==> config.mk <==
export PLATFORM = sky130hd
export DESIGN_NAME = regbank_top
export DESIGN_NICKNAME = d
export VERILOG_FILES = /design/src/rtl/regbank_pkg.sv /design/src/rtl/regbank_map.sv /design/src/rtl/regbank_gpr.sv /design/src/rtl/regbank_status.sv /design/src/rtl/regbank_top.sv
export SDC_FILE = /design/constraint.sdc
export NUM_CORES = 2
export LEC_CHECK = 0
export ABC_CLOCK_PERIOD_IN_PS = 7300
export CAP_MARGIN = 10
export CELL_PAD_IN_SITES_DETAIL_PLACEMENT = 1
export CELL_PAD_IN_SITES_GLOBAL_PLACEMENT = 1
export CORE_ASPECT_RATIO = 0.8
export CORE_MARGIN = 10
export CORE_UTILIZATION = 46
export CTS_CLUSTER_DIAMETER = 120
export CTS_CLUSTER_SIZE = 20
export DETAILED_ROUTE_END_ITERATION = 10
export DONT_BUFFER_PORTS = 1
export PLACE_DENSITY = 0.8
export SLEW_MARGIN = 20
export SYNTH_ARGS = -nofsm -noshare
export SYNTH_HDL_FRONTEND = slang
export SYNTH_SLANG_ARGS = --single-unit
==> constraint.sdc <==
create_clock -name clk -period 7.3 [get_ports clk]
set_input_delay 0.73 -clock clk [delete_from_list [all_inputs] [get_ports clk]]
set_output_delay 0.73 -clock clk [all_outputs]
set_load 0.03 [all_outputs]
==> src/rtl/regbank_pkg.sv <==
package regbank_pkg;

    localparam int XLEN   = 32;
    localparam int IDXW   = 4;
    localparam int NSLOT  = 30;
    localparam int SLOTW  = $clog2(NSLOT);
    localparam int NSAVED = 5;
    localparam int SAVW   = $clog2(NSAVED);
    localparam logic [IDXW-1:0] PC_IDX = 4'd15;

    typedef enum logic [4:0] {
        MODE_USR = 5'h10,
        MODE_FIQ = 5'h11,
        MODE_IRQ = 5'h12,
        MODE_SVC = 5'h13,
        MODE_ABT = 5'h17,
        MODE_UND = 5'h1B,
        MODE_SYS = 5'h1F
    } mode_e;

    typedef enum logic [2:0] {
        BANK_USR = 3'd0,
        BANK_FIQ = 3'd1,
        BANK_IRQ = 3'd2,
        BANK_SVC = 3'd3,
        BANK_ABT = 3'd4,
        BANK_UND = 3'd5
    } bank_e;

    typedef struct packed {
        bank_e bank;
        logic  bad;
    } bank_sel_t;

    // Mode bits to bank; unknown codes fall back to the user bank.
    function automatic bank_sel_t decode_mode(logic [4:0] m);
        bank_sel_t s;
        s.bad = 1'b0;
        case (m)
            MODE_USR, MODE_SYS: s.bank = BANK_USR;
            MODE_FIQ:           s.bank = BANK_FIQ;
            MODE_IRQ:           s.bank = BANK_IRQ;
            MODE_SVC:           s.bank = BANK_SVC;
            MODE_ABT:           s.bank = BANK_ABT;
            MODE_UND:           s.bank = BANK_UND;
            default: begin
                s.bank = BANK_USR;
                s.bad  = 1'b1;
            end
        endcase
        return s;
    endfunction

    // Physical slot layout:
    //   0..7   shared low registers
    //   8..12  indices 8..12 for every bank but fast interrupt
    //   13..17 indices 8..12 for fast interrupt
    //   18..29 indices 13/14, two slots per bank
    function automatic logic [SLOTW-1:0] slot_of(bank_e b, logic [IDXW-1:0] idx);
        logic [SLOTW-1:0] s;
        if (idx < 4'd8) begin
            s = {1'b0, idx};
        end else if (idx < 4'd13) begin
            s = (b == BANK_FIQ) ? SLOTW'(idx) + SLOTW'(5) : SLOTW'(idx);
        end else begin
            s = SLOTW'(18) + {1'b0, b, 1'b0} + {4'b0, idx[1]};
        end
        return s;
    endfunction

endpackage

==> src/rtl/regbank_map.sv <==
module regbank_map
    import regbank_pkg::*;
#(
    parameter int NPORT = 3
) (
    input  bank_e                       bank,
    input  logic [NPORT-1:0][IDXW-1:0]  idx,
    output logic [NPORT-1:0][SLOTW-1:0] slot,
    output logic [NPORT-1:0]            is_pc
);
    for (genvar g = 0; g < NPORT; g++) begin : g_port
        assign slot[g]  = slot_of(bank, idx[g]);
        assign is_pc[g] = (idx[g] == PC_IDX);
    end
endmodule

==> src/rtl/regbank_gpr.sv <==
module regbank_gpr
    import regbank_pkg::*;
#(
    parameter int NRD = 2
) (
    input  logic                      clk,
    input  logic                      rst,
    input  logic                      we,
    input  logic [SLOTW-1:0]          wslot,
    input  logic [XLEN-1:0]           wdata,
    input  logic [NRD-1:0][SLOTW-1:0] rslot,
    output logic [NRD-1:0][XLEN-1:0]  rdata
);
    logic [XLEN-1:0] mem [NSLOT];

    always_ff @(posedge clk) begin
        if (rst) begin
            for (int i = 0; i < NSLOT; i++) mem[i] <= '0;
        end else if (we) begin
            mem[wslot] <= wdata;
        end
    end

    // Write-first: a matching read in the same cycle sees the new data.
    for (genvar g = 0; g < NRD; g++) begin : g_rd
        assign rdata[g] = (we && wslot == rslot[g]) ? wdata : mem[rslot[g]];
    end
endmodule

==> src/rtl/regbank_status.sv <==
module regbank_status
    import regbank_pkg::*;
(
    input  logic            clk,
    input  logic            rst,
    input  bank_e           bank,
    input  logic            st_we,
    input  logic [XLEN-1:0] st_wdata,
    input  logic            sv_we,
    input  logic [XLEN-1:0] sv_wdata,
    output logic [XLEN-1:0] cur,
    output logic [XLEN-1:0] saved
);
    logic [XLEN-1:0] cur_q;
    logic [XLEN-1:0] saved_q [NSAVED];
    logic            has_saved;
    logic [SAVW-1:0] sidx;
    logic            sv_hit;

    assign has_saved = (bank != BANK_USR);
    assign sidx      = SAVW'(3'(bank) - 3'd1);
    assign sv_hit    = sv_we && has_saved;

    always_ff @(posedge clk) begin
        if (rst) begin
            cur_q <= {{(XLEN-5){1'b0}}, MODE_SVC};
            for (int i = 0; i < NSAVED; i++) saved_q[i] <= '0;
        end else begin
            if (st_we) cur_q <= st_wdata;
            if (sv_hit) saved_q[sidx] <= sv_wdata;
        end
    end

    assign cur   = cur_q;
    assign saved = !has_saved ? '0 : (sv_hit ? sv_wdata : saved_q[sidx]);
endmodule

==> src/rtl/regbank_top.sv <==
module regbank_top
    import regbank_pkg::*;
#(
    parameter int PC_AHEAD = 8
) (
    input  logic        clk,
    input  logic        rst,
    input  logic [31:0] pc_in,
    input  logic [3:0]  rd_a_idx,
    output logic [31:0] rd_a_data,
    input  logic [3:0]  rd_b_idx,
    output logic [31:0] rd_b_data,
    input  logic        wr_en,
    input  logic [3:0]  wr_idx,
    input  logic [31:0] wr_data,
    output logic        branch_req,
    output logic [31:0] branch_target,
    input  logic        st_wr_en,
    input  logic [31:0] st_wr_data,
    output logic [31:0] cur_status,
    input  logic        sv_wr_en,
    input  logic [31:0] sv_wr_data,
    output logic [31:0] saved_status,
    output logic        mode_err
);
    localparam int NRD   = 2;
    localparam int NPORT = NRD + 1;

    bank_sel_t                   sel;
    logic [NPORT-1:0][IDXW-1:0]  idx;
    logic [NPORT-1:0][SLOTW-1:0] slot;
    logic [NPORT-1:0]            is_pc;
    logic [NRD-1:0][SLOTW-1:0]   rslot;
    logic [NRD-1:0][XLEN-1:0]    rdata;
    logic [XLEN-1:0]             pc_view;
    logic                        gpr_we;

    assign sel      = decode_mode(cur_status[4:0]);
    assign mode_err = sel.bad;

    // Ports 0..NRD-1 are reads; port NRD is the write.
    assign idx   = {wr_idx, rd_b_idx, rd_a_idx};
    assign rslot = slot[NRD-1:0];

    regbank_map #(.NPORT(NPORT)) u_map (
        .bank  (sel.bank),
        .idx   (idx),
        .slot  (slot),
        .is_pc (is_pc)
    );

    assign gpr_we = wr_en && !is_pc[NRD];

    regbank_gpr #(.NRD(NRD)) u_gpr (
        .clk   (clk),
        .rst   (rst),
        .we    (gpr_we),
        .wslot (slot[NRD]),
        .wdata (wr_data),
        .rslot (rslot),
        .rdata (rdata)
    );

    regbank_status u_status (
        .clk      (clk),
        .rst      (rst),
        .bank     (sel.bank),
        .st_we    (st_wr_en),
        .st_wdata (st_wr_data),
        .sv_we    (sv_wr_en),
        .sv_wdata (sv_wr_data),
        .cur      (cur_status),
        .saved    (saved_status)
    );

    assign pc_view       = pc_in + XLEN'(PC_AHEAD);
    assign rd_a_data     = is_pc[0] ? pc_view : rdata[0];
    assign rd_b_data     = is_pc[1] ? pc_view : rdata[1];
    assign branch_req    = wr_en && is_pc[NRD];
    assign branch_target = branch_req ? wr_data : '0;
endmodule

==> impl_metrics.tcl <==
set metrics [dict create \
    number_of_standard_cells_in_the_layout_taps_in_and_fillers_out 9382 \
    standby_leakage_power_nw 28.0 \
    pin_count_of_the_biggest_net_entering_global_routing 118 \
    arrival_ps 6440 \
    synth.cells.most_frequent "sky130_fd_sc_hd__nand2_1, sky130_fd_sc_hd__edfxtp_1, sky130_fd_sc_hd__and2_1" \
    fmaxAchievable_mhz 139 \
    critical_path_cell_count 13 \
    cts.path.max_buffers 3 \
    slew_margin_rel 0.135 \
    cts_tree "yes" \
    stdcell_area_sq_um 76300 \
    initial_utilization 0.463 \
    detailroute.via_count 65029 \
    wl_per_cell_um 34.3 \
    fillCellCount 17341 \
    synth_enable_flop_cells 1280 \
    drv_slew 0 \
    finalCoreUtilization 0.493 \
    report.power.total_mw 18.2 \
    avgSynthCellArea_sq_um 9.35 \
    report.final.setup_viol 0 \
    slowest_cp_cell "sky130_fd_sc_hd__a311oi_1" \
    synth.most_common_cell "sky130_fd_sc_hd__nand2_1" \
    worstMarginPinSlew_ps 1300 \
    yosysTopAreaCellShare 0.536 \
    r2r_end "u_gpr.mem[25][15]" \
    synth.yosys.seq_area_share 0.545 \
    worstReg2RegStart "u_status.cur[2]" \
    placed_cells_incl_taps 9266 \
    worst_setup_path_startpoint "u_status.cur[2]" \
    powerDensity_nw_per_um2 238 \
    gp_congestion 0.984 \
    die_w_um 461 \
    category_of_the_critical_setup_timing_path "register to output port" \
    finalWorstSetupSlack_ps 128 \
    sort_of_element_at_the_end_of_the_critical_path "output port" \
    worst_hold_path_type "input port to register" \
    clock_skew_ps 52.6 \
    chain_of_cells_forming_the_critical_path "nor2_1, nand3_1, ha_4, and2_1, a21boi_1, o221ai_1, and2_4, xnor2_1, nand4_1, nand2_1, buf_4, a311oi_1, a221o_1" \
    synth_area_leader_cell "sky130_fd_sc_hd__edfxtp_1" \
    worst_path_dominant_cell_family "compound AO/OA/AOI/OAI gates" \
    path_clk_slew_ps 90 \
    postSynth.topFlopCell "sky130_fd_sc_hd__edfxtp_1" \
    cp_required_ps 6570 \
    h-tree-depth 3 \
    worst_setup_path_start_kind "register" \
    layout-drive-gt1-share 0.0668 \
    groute.usage.overall 0.359 \
    drv_cap 0 \
    tritoncts_num_sinks 1312 \
    regToRegSetupSlack_ps 1510 \
    dpl-instance-area_sq_um 74100 \
    via_count_of_the_first_global_routing_pass 63813 \
    tritoncts.num_buffers 76 \
    netlist_instances 7664 \
    finalWirelength_um 322000 \
    synth.ff_latch_count 1312 \
    clock_insertion_delay_worst_skew_ps 760 \
    post_syn_nets 7819 \
    cts-root-buf "sky130_fd_sc_hd__clkbuf_16" \
    period_needed_ps 7170 \
    endpoint "rd_b_data[29]" \
    worst-r2r-cell-count 9 \
    place_worst_setup_slack_ps 989 \
    final_nets 7471 \
    synth.yosys.warnings 0 \
    area_delta_synth_final_pct 6.40 \
    synthDistinctLibCells 82 \
    design.core.area_sq_um 155000 \
    via_per_inst 6.93 \
    postSynth.asyncResetShare 0 \
    drc 0 \
    synthesis.area_sq_um 71700 \
    die_area_sq_um 172000 \
    final_critical_path_share_of_the_clock_period 0.982 \
    run_status "finished, final reports clean" \
    whs_ps 48.3 \
    design.portCount 307 \
    max_stage_delay_ps 890 \
    antenna_violations_before_repair 31 \
    crit_path_max_fanout 28 \
    io_buffers 0 \
    hold_viol 0 \
    grt_overflow_total 0 \
    grt_setup_unrepaired "false" \
    detailed_place_hpwl_um 198000 \
    dr.first_iter.drc_count 10658 \
    drtAntennaViolNets 0 \
    drt_first_pass_iters 8 \
    core.rowCount 129 \
    crit_buf_inv 1 \
    die-height_um 373 \
    maximum_resistive_drop_on_vdd_uv 185 \
    fin_setup_tns_ps 0 \
    grt_pass1_wl_um 457000 \
    synthTopCellsByArea "sky130_fd_sc_hd__edfxtp_1, sky130_fd_sc_hd__nand2_1, sky130_fd_sc_hd__and2_1, sky130_fd_sc_hd__nand3_1, sky130_fd_sc_hd__a21oi_1" \
]
kinds of logic after synthesis:
logic type,count (synthesis),share of synthesized area
simple gates,4563,0.308
flops,1312,0.545
compound gates,951,0.0863
buf+inv,710,0.0420
mux,79,0.0123
xor+xnor,39,0.00503
fa+ha+maj,10,0.00175
worst reg2reg max path, stage by stage, from the launching register on:
cell and delay (ps):
sky130_fd_sc_hd__dfxtp_1 570, sky130_fd_sc_hd__xnor2_1 850, sky130_fd_sc_hd__o21ai_2 410, sky130_fd_sc_hd__o311ai_1 700
sky130_fd_sc_hd__and2_1 320, sky130_fd_sc_hd__nand3_1 450, sky130_fd_sc_hd__nor2_4 200, sky130_fd_sc_hd__buf_4 600
sky130_fd_sc_hd__or2_2 910, sky130_fd_sc_hd__buf_4 450
area by class of cell:
cell class	instances	area, sq um	share of cell area
Timing Repair Buffer	269	2350	0.0308
Clock inverter	10	189	0.00248
Inverter	15	56.3	0.000738
Clock buffer	82	1920	0.0252
Tap cell	2030	2540	0.0333
Antenna cell	22	55.1	0.000722
Multi-Input combinational cell	5642	30100	0.394
Sequential cell	1312	39100	0.512
registers in the layout, summed over array words and instances, names as in the netlist:
name	flops
u_status.saved_q	256
u_status.cur	32
u_gpr.mem	1024
report_power, final:
part	switching (mW)	internal [mW]
clock	2.71	1.93
sequential	0.185	8.55
combinational	3.61	1.20
how the worst min path moves through the flow:
stage	start	end	slack, ps	cells past startpoint
global route	rst	u_status.cur[2]	20	1
finish	rst	u_status.cur[16]	50	1
global placement	u_status.cur[26]	u_status.cur[26]	650	2
CTS	rst	u_status.cur[14]	4	1
floorplan	u_status.cur[11]	u_status.cur[11]	630	2
detailed placement	u_status.cur[31]	u_status.cur[31]	660	2
routing by layer:
metal	GRT usage	part of all wire	vias to the layer above
li1	-	-	26062
met1	0.464	0.36	32375
met2	0.521	0.42	5283
met3	0.107	0.14	1297
met4	0.236	0.078	12
met5	0.00112	0.00022	-
placed cells by master, fill, tap and decap left out, types with 78 or more instances in the layout:
master	instances
sky130_fd_sc_hd__buf_4	242
sky130_fd_sc_hd__and3_1	143
sky130_fd_sc_hd__nand3_1	806
sky130_fd_sc_hd__nand2_1	2008
sky130_fd_sc_hd__nor2_1	122
sky130_fd_sc_hd__o21ai_0	78
sky130_fd_sc_hd__edfxtp_1	1280
sky130_fd_sc_hd__and2_1	1160
sky130_fd_sc_hd__a31oi_1	172
sky130_fd_sc_hd__nor3_1	90
sky130_fd_sc_hd__a21oi_1	330
timing repair:
action,CTS,global route
endpoints found under the setup margin,0,1
gates resized for setup,0,1
buffers inserted,0,0
hold buffers,1,0
endpoints found under the hold margin,6,0
No activity file was read; power rests on OpenSTA's default activity.
